--- src/rtl/fpsv_pkg.sv ---
package fpsv_pkg;

    localparam int WORD_W    = 32;
    localparam int NUM_SLOTS = 4;
    localparam int NUM_CODES = 5;

    // Slot index order fixes the register layout: pattern at 2*slot, select at 2*slot+1
    localparam int SLOT_ZERO = 0;
    localparam int SLOT_NAN  = 1;
    localparam int SLOT_PINF = 2;
    localparam int SLOT_NINF = 3;

    typedef enum logic [2:0] {
        CLS_ORD  = 3'd0,
        CLS_ZERO = 3'd1,
        CLS_NAN  = 3'd2,
        CLS_PINF = 3'd3,
        CLS_NINF = 3'd4
    } cls_e;

    function automatic logic [WORD_W-1:0] slot_rst_pattern(input int slot);
        case (slot)
            SLOT_NAN:  return 32'h7fc0_0000;
            SLOT_PINF: return 32'h7f80_0000;
            SLOT_NINF: return 32'hff80_0000;
            default:   return 32'h0000_0000;
        endcase
    endfunction

    function automatic logic [WORD_W-1:0] slot_rst_select(input int slot);
        case (slot)
            SLOT_NAN:  return 32'h7fc0_0000;
            SLOT_PINF: return 32'hffff_ffff;
            SLOT_NINF: return 32'hffff_ffff;
            default:   return 32'h0000_0000;
        endcase
    endfunction

endpackage

--- src/rtl/fpsv_regbank.sv ---
module fpsv_regbank
    import fpsv_pkg::*;
#(
    parameter  int DW    = WORD_W,
    parameter  int NSLOT = NUM_SLOTS,
    localparam int NWORD = 2 * NSLOT,
    localparam int AW    = $clog2(NWORD)
) (
    input  logic                       clk,
    input  logic                       rst_n,
    input  logic                       wr_en,
    input  logic [AW-1:0]              addr,
    input  logic [DW-1:0]              wdata,
    output logic [DW-1:0]              rdata,
    output logic [NSLOT-1:0][DW-1:0]   pattern,
    output logic [NSLOT-1:0][DW-1:0]   select
);

    typedef struct packed {
        logic [NWORD-1:0][DW-1:0] word;
    } bank_t;

    bank_t bank_d, bank_q;

    function automatic bank_t reset_bank();
        bank_t b;
        for (int s = 0; s < NSLOT; s++) begin
            b.word[2*s]   = DW'(slot_rst_pattern(s));
            b.word[2*s+1] = DW'(slot_rst_select(s));
        end
        return b;
    endfunction

    always_comb begin
        bank_d = bank_q;
        if (wr_en && (int'(addr) < NWORD)) begin
            bank_d.word[addr] = wdata;
        end
    end

    always_ff @(posedge clk or negedge rst_n) begin
        if (!rst_n) bank_q <= reset_bank();
        else        bank_q <= bank_d;
    end

    assign rdata = (int'(addr) < NWORD) ? bank_q.word[addr] : '0;

    for (genvar s = 0; s < NSLOT; s++) begin : g_slot
        assign pattern[s] = bank_q.word[2*s];
        assign select[s]  = bank_q.word[2*s+1];
    end

    // a written word is held in the bank from the next cycle on
    a_r2_write_lands: assert property (@(posedge clk) disable iff (!rst_n)
        wr_en |=> (bank_q.word[$past(addr)] == $past(wdata)));

    // with no write the bank does not change
    a_r2_no_spurious_change: assert property (@(posedge clk) disable iff (!rst_n)
        !wr_en |=> $stable(bank_q));

endmodule

--- src/rtl/fpsv_match.sv ---
module fpsv_match
    import fpsv_pkg::*;
#(
    parameter int DW    = WORD_W,
    parameter int NSLOT = NUM_SLOTS
) (
    input  logic [DW-1:0]              data,
    input  logic [NSLOT-1:0][DW-1:0]   pattern,
    input  logic [NSLOT-1:0][DW-1:0]   select,
    output logic [NSLOT-1:0]           hit
);

    for (genvar s = 0; s < NSLOT; s++) begin : g_cmp
        assign hit[s] = ((data & select[s]) == pattern[s]);
    end

endmodule

--- src/rtl/fpsv_prio.sv ---
module fpsv_prio
    import fpsv_pkg::*;
(
    input  logic [NUM_SLOTS-1:0] hit,
    output cls_e                 cls,
    output logic [NUM_CODES-1:0] onehot
);

    // Encoded result: priority chain NaN > +Inf > -Inf > zero > ordinary
    always_comb begin
        if      (hit[SLOT_NAN])  cls = CLS_NAN;
        else if (hit[SLOT_PINF]) cls = CLS_PINF;
        else if (hit[SLOT_NINF]) cls = CLS_NINF;
        else if (hit[SLOT_ZERO]) cls = CLS_ZERO;
        else                     cls = CLS_ORD;
    end

    // One-hot result built from masked hits, independent of the chain above
    always_comb begin
        onehot           = '0;
        onehot[CLS_NAN]  = hit[SLOT_NAN];
        onehot[CLS_PINF] = hit[SLOT_PINF] & ~hit[SLOT_NAN];
        onehot[CLS_NINF] = hit[SLOT_NINF] & ~hit[SLOT_NAN] & ~hit[SLOT_PINF];
        onehot[CLS_ZERO] = hit[SLOT_ZERO] & ~hit[SLOT_NAN] & ~hit[SLOT_PINF]
                         & ~hit[SLOT_NINF];
        onehot[CLS_ORD]  = ~(|hit);
    end

endmodule

--- src/rtl/fpsv_classifier.sv ---
module fpsv_classifier
    import fpsv_pkg::*;
#(
    parameter  int DW = WORD_W,
    localparam int AW = $clog2(2 * NUM_SLOTS)
) (
    input  logic                 clk,
    input  logic                 rst_n,
    input  logic                 cfg_we,
    input  logic [AW-1:0]        cfg_addr,
    input  logic [DW-1:0]        cfg_wdata,
    output logic [DW-1:0]        cfg_rdata,
    input  logic                 in_valid,
    input  logic [DW-1:0]        in_data,
    output logic                 out_valid,
    output logic [2:0]           out_class,
    output logic [NUM_CODES-1:0] out_onehot
);

    logic [NUM_SLOTS-1:0][DW-1:0] pattern;
    logic [NUM_SLOTS-1:0][DW-1:0] select;
    logic [NUM_SLOTS-1:0]         hit;
    cls_e                         cls;
    logic [NUM_CODES-1:0]         onehot;

    typedef struct packed {
        logic                 vld;
        cls_e                 cls;
        logic [NUM_CODES-1:0] oh;
    } res_t;

    localparam res_t RES_RESET = '{vld: 1'b0, cls: CLS_ORD,
                                   oh: NUM_CODES'(1) << CLS_ORD};

    res_t res_d, res_q;

    fpsv_regbank #(.DW(DW), .NSLOT(NUM_SLOTS)) u_bank (
        .clk     (clk),
        .rst_n   (rst_n),
        .wr_en   (cfg_we),
        .addr    (cfg_addr),
        .wdata   (cfg_wdata),
        .rdata   (cfg_rdata),
        .pattern (pattern),
        .select  (select)
    );

    fpsv_match #(.DW(DW), .NSLOT(NUM_SLOTS)) u_match (
        .data    (in_data),
        .pattern (pattern),
        .select  (select),
        .hit     (hit)
    );

    fpsv_prio u_prio (
        .hit    (hit),
        .cls    (cls),
        .onehot (onehot)
    );

    always_comb begin
        res_d     = res_q;
        res_d.vld = in_valid;
        if (in_valid) begin
            res_d.cls = cls;
            res_d.oh  = onehot;
        end
    end

    always_ff @(posedge clk or negedge rst_n) begin
        if (!rst_n) res_q <= RES_RESET;
        else        res_q <= res_d;
    end

    assign out_valid  = res_q.vld;
    assign out_class  = res_q.cls;
    assign out_onehot = res_q.oh;

    // a valid input yields a valid result one cycle later
    a_r6_valid_follows: assert property (@(posedge clk) disable iff (!rst_n)
        in_valid |=> out_valid);

    // no input, no result, and the last result holds
    a_r7_idle_quiet: assert property (@(posedge clk) disable iff (!rst_n)
        !in_valid |=> (!out_valid && $stable(out_class) && $stable(out_onehot)));

    // exactly one one-hot bit, at the position of the code
    a_r5_onehot_single: assert property (@(posedge clk) disable iff (!rst_n)
        out_valid |-> ($countones(out_onehot) == 1));
    a_r5_code_agrees: assert property (@(posedge clk) disable iff (!rst_n)
        out_valid |-> (out_onehot == (NUM_CODES'(1) << out_class)));

    // NaN match always wins; no match gives ordinary
    a_r4_nan_first: assert property (@(posedge clk) disable iff (!rst_n)
        (in_valid && hit[SLOT_NAN]) |=> (out_class == CLS_NAN));
    a_r4_none_ordinary: assert property (@(posedge clk) disable iff (!rst_n)
        (in_valid && !(|hit)) |=> (out_class == CLS_ORD));

endmodule

--- config.mk ---
export PLATFORM = sky130hd
export DESIGN_NAME = fpsv_classifier
export DESIGN_NICKNAME = d
export VERILOG_FILES = /design/src/rtl/fpsv_pkg.sv /design/src/rtl/fpsv_regbank.sv /design/src/rtl/fpsv_match.sv /design/src/rtl/fpsv_prio.sv /design/src/rtl/fpsv_classifier.sv
export SDC_FILE = /design/constraint.sdc
export NUM_CORES = 1
export LEC_CHECK = 0
export BUFFER_PORTS_ARGS = -buffer_cell sky130_fd_sc_hd__buf_2
export CAP_MARGIN = 10
export CORE_MARGIN = 4
export CORE_UTILIZATION = 40
export CTS_CLUSTER_SIZE = 28
export DETAILED_ROUTE_END_ITERATION = 7
export SETUP_SLACK_MARGIN = 0.02
export SYNTH_ARGS = -nofsm -noshare
export SYNTH_HDL_FRONTEND = slang
export SYNTH_HIERARCHICAL = 1
export SYNTH_SLANG_ARGS = --single-unit
--- constraint.sdc ---
create_clock -name clk -period 2.2 [get_ports clk]
set_clock_uncertainty 0.2 [all_clocks]
set_input_delay 0.33 -clock clk [delete_from_list [all_inputs] [get_ports clk]]
set_output_delay 0.33 -clock clk [all_outputs]
set_load 0.05 [all_outputs]
# Word-level counts from Yosys, hierarchy flattened
# Index checks and enable logic that the tools add are counted.
# totals
register_bits	265
inputBits	71
output_inout_bits	41
word_cells	42
# classes
n_lt_le_gt_ge	2
eq_ne	4
mux	9
bitwise	14
reduce_logical	2
# ops
operator	count
256-bit bitwise mux	1
32-bit bitwise AND	4
32-bit equality test	4
32-bit binary-select mux with 3-bit select	1
32-bit demux with 3-bit select	1
32-bit two-way mux	2
3-bit two-way mux	3
1-bit bitwise AND	6
3-bit by 4-bit < comparator with 1-bit output, second input constant	1
1-bit inverter	4
4-bit OR reduction	1
3-bit by 1-bit >= comparator with 1-bit output, second input constant	1
1-bit logical AND	1
1-bit two-way mux	1

# Logic depth before layout (Yosys ltp)
# depth
word_depth	6
depth_mapped	9
ltp_nobuf	7

# Cells and area by module
# The synthesis kept the hierarchy.
# by_module_without_submodules
mod	n_inst	cells_per_inst	area_per_inst_um2	seq_area_each_um2
fpsv_regbank	1	811	11778.8	6530.0
fpsv_match	1	348	2412.3	0.0
fpsv_classifier	1	18	357.8	226.5
fpsv_prio	1	12	66.3	0.0

# Worst setup path after synthesis
# OpenSTA, ideal clock, no wires.
# synth_timing
kind	input port to output port
start	in cfg_addr[0]
end	out cfg_rdata[30]
arrival_ns	2.061
required_time_ns	1.670
slack_ns	-0.391
cell_stages	5
path_buffers	3
cell_sequence	buf_2 -> buf_4 -> buf_2 -> a221oi_1 -> o21ai_0
# synth_via
elab_chain_len	2
# synth_lines
element	line_no	text
start, declared	fpsv_classifier.sv:10	input logic [AW-1:0] cfg_addr,
32-bit binary-select mux with 3-bit select	fpsv_regbank.sv:46	assign rdata = (int'(addr) < NWORD) ? bank_q.word[addr] : '0;
32-bit two-way mux (not written as such)	fpsv_regbank.sv:46	
end, declared	fpsv_classifier.sv:12	output logic [DW-1:0] cfg_rdata,
# No other way between the ends. The select of a mux whose other input is x is not followed.

# Worst setup path in the final report
# layout_timing
start	reg u_bank.bank_q, in the netlist u_bank/pattern[110]
end	out cfg_rdata[14]
# layout_via
elab_chain_len	2
# layout_lines
element	line_no	text
start, declared	fpsv_regbank.sv:23	bank_t bank_d, bank_q;
start signal, assigned	fpsv_regbank.sv:42	if (!rst_n) bank_q <= reset_bank();
start signal, assigned	fpsv_regbank.sv:43	else bank_q <= bank_d;
32-bit binary-select mux with 3-bit select	fpsv_regbank.sv:46	
32-bit two-way mux (not written as such)	fpsv_regbank.sv:46	
# No other way between the ends. The select of a mux whose other input is x is not followed.

==> impl_metrics.tcl <==
set metrics [dict create \
    critPathArrivalTime_ns 1.90 \
    wl_met1_um 20100 \
    overflow 0 \
    grt_pass1_wl_um 70300 \
    ys_top_cells_by_area "dfrtp_1 (28%), mux2_2 (26%), dfstp_2 (18%), a22oi_1 (3.1%), and3_1 (2.8%)" \
    route.met3.wl_um 2910 \
    gp_congestion 0.870 \
    status "finished, violations left" \
    drt-total-wl_um 45900 \
    dpl-instance-area_mm2 0.0172 \
    start_util_pct 40.8 \
    synth_ff_type "dfrtp_1" \
    worst_pin_slew_ns 0.525 \
    clkLatencyLatePin_ns 0.56 \
    rows 69 \
    netlist_instances 1189 \
    fin_nets 1594 \
    cts_made_buffers 31 \
    slew_headroom_pct 65.0 \
    postRouteAntennaNets 0 \
    firstDrtPassIters 6 \
    area_growth_pct 33.0 \
    dp_hpwl_um 31500 \
    final_cell_mix "mux2_2 (313), buf_4 (193), dfrtp_1 (165), dfstp_2 (100), buf_2 (77)" \
    drv_cap 0 \
    coreArea_mm2 0.0358 \
    slowest_stage "dfrtp_1" \
    clkTransAtPathRegs_ns 0.06 \
    design_area_mm2 0.0194 \
    synth-seq-cells 265 \
    met2_length_um 21600 \
    end_kind "output pin" \
    track_usage_pct 22.8 \
    syn_nets 1260 \
    vdd_ir_drop_max_v 0.000594 \
    synth_area_per_cell_um2 12.3 \
    wl_per_cell_um 22.8 \
    finalSetupViolations 40 \
    vias 11500 \
    fin_setup_tns_ns -5.71 \
    rsz0062_at_grt "yes" \
    power_density_mw_per_mm2 916 \
    syn_area_mm2 0.0146 \
    mostFrequentLayoutCell "mux2_2" \
    post-route-min-period_ns 2.43 \
    critPathLaunchType "flop" \
    cts-root-buf "clkbuf_16" \
    min_period_over_period_pct 110 \
    io_pins 112 \
    synth_edf_count 0 \
    synth_cell_type_count 41 \
    drc 0 \
    top_layer "met4" \
    cts.sinks 265 \
    die_area_mm2 0.0397 \
    antenna_found_initial 3 \
    drt_iter0_markers 595 \
    drive_gt1_share_pct 59.1 \
    die_width_um 199 \
    via_per_inst 5.72 \
    nFillCells 3053 \
    max_stage_delay_ns 0.39 \
    yosysSeqAreaShare_pct 46.2 \
    die_h_um 199 \
    p_leak_uw 0.00860 \
    max_freq_mhz 412 \
    yosysTopAreaCellShare_pct 28.3 \
    port_buffers 111 \
    final_max_slew_viol_count 0 \
    violations "setup timing" \
    synthArstFlopShare_pct 100 \
    grt_max_degree 57 \
    worstSetupPathType "flop to output pin" \
    h-tree-depth 1 \
    yosys_warnings 6 \
    hold_viol_final 0 \
    worstPathMaxFanout 2 \
    grt_pass1_vias 11800 \
    crit_chain "buf_6 > mux2_4 > a22oi_2 > o211ai_1 > clkbuf_16" \
    required_ns 1.67 \
    cts_tree "yes" \
    hp-class "input pin to async pin" \
    clockBufferDepth 3 \
    synth_area_leader_cell "dfrtp_1" \
    fin_ws_ns -0.229 \
]
## layout make-up
type | count | area, um^2 | share of cell area (%)
diodes | 3 | 7.51 | 0.0386
clock buffers | 54 | 912 | 4.69
clock inverters | 3 | 15.0 | 0.0773
inverters | 4 | 15.0 | 0.0773
multi-input cells | 851 | 7950 | 40.9
flip-flops and latches | 265 | 6760 | 34.8
well taps | 461 | 577 | 2.97
repair buffers | 370 | 3200 | 16.5
## final timing paths
path,from,cells past startpoint,slack (ns),to
max,u_bank/pattern[110],5,-0.23,cfg_rdata[14]
min,rst_n,2,0.13,u_bank/pattern[112]
max reg2reg,u_bank/select[41],8,-0.22,out_onehot[4]
min reg2reg,out_onehot[3],1,0.30,out_onehot[3]
max in group asynchronous,rst_n,3,0.98,u_bank/select[106]
min in group clk,cfg_we,4,0.19,u_bank/select[91]
## timing repair
item	in CTS	in global routing
hold buffers	34	0
setup buffers	31	9
endpoints found under the hold margin	432	0
gates resized for setup	136	33
pin swaps	59	31
setup endpoints to repair	40	40
## logic make-up (layout without fill, tap and decap cells)
kind of cell | after synthesis | count (layout) | share of synthesized area (%)
mux | 358 | 358 | 27.9
simple gates | 205 | 205 | 8.89
flops | 265 | 265 | 46.2
compound gates | 288 | 288 | 14.2
buf+inv | 73 | 431 | 2.82
other cells | 0 | 3 | 0
## flip-flops by register name (all words and copies together), names as in the netlist
register,cells
u_bank/select,128
u_bank/pattern,128
out_class,3
out_valid,1
out_onehot,5
## metrics by stage
stage | total power [uW] | hold slack (ns) | setup WS (ns) | instances | utilization, %
after floorplan | 10100 | -0.166 | -0.0644 | 1189 | -
after global placement | 12100 | 0.120 | -0.808 | 1879 | 48.0
after detailed placement | 12200 | 0.116 | -0.768 | 1879 | 48.0
after CTS | 17700 | 0.136 | -0.299 | 2000 | 53.7
after global routing | 18700 | 0.162 | -0.300 | 2011 | 54.2
final | 17800 | 0.127 | -0.229 | 2011 | 54.2
## routing by layer
metal	GRT usage, %	up-vias
met5	0	-
met2	37.1	317
met1	30.5	5844
met4	7.19	0
li1	-	5270
met3	5.14	77
## cells in the mapped netlist, types with 3 or more instances
cell	n
o22a_1	32
mux2_2	342
mux2_1	7
nor3_2	3
a21o_1	32
buf_6	5
mux2_4	8
clkbuf_1	14
nor4_2	4
and3_1	65
nand4_1	18
a21boi_0	32
a21oi_1	65
nand2_1	32
a211oi_1	25
buf_2	30
inv_1	4
buf_4	16
dfstp_2	100
o211ai_1	30
nand3_1	33
and3b_1	32
dfrtp_1	165
a211oi_2	7
a22oi_1	61
nor2_1	5
nor2b_1	3
## worst max-delay path: cells and delay by family (launching register included)
| family | cells | cell delay [ns] |
|---|---|---|
| AO/OA/AOI/OAI | 2 | 0.35 |
| buffers and inverters | 2 | 0.33 |
| flip-flops | 1 | 0.39 |
| multiplexers | 1 | 0.28 |
## power by group
part	switching [uW]	leakage [uW]	internal [uW]
Combinational	2660	0.00510	3210
Sequential	907	0.00304	6230
Clock	2020	0.000451	2770
Total	5590	0.00860	12200
No activity file was read; power rests on OpenSTA's default activity.
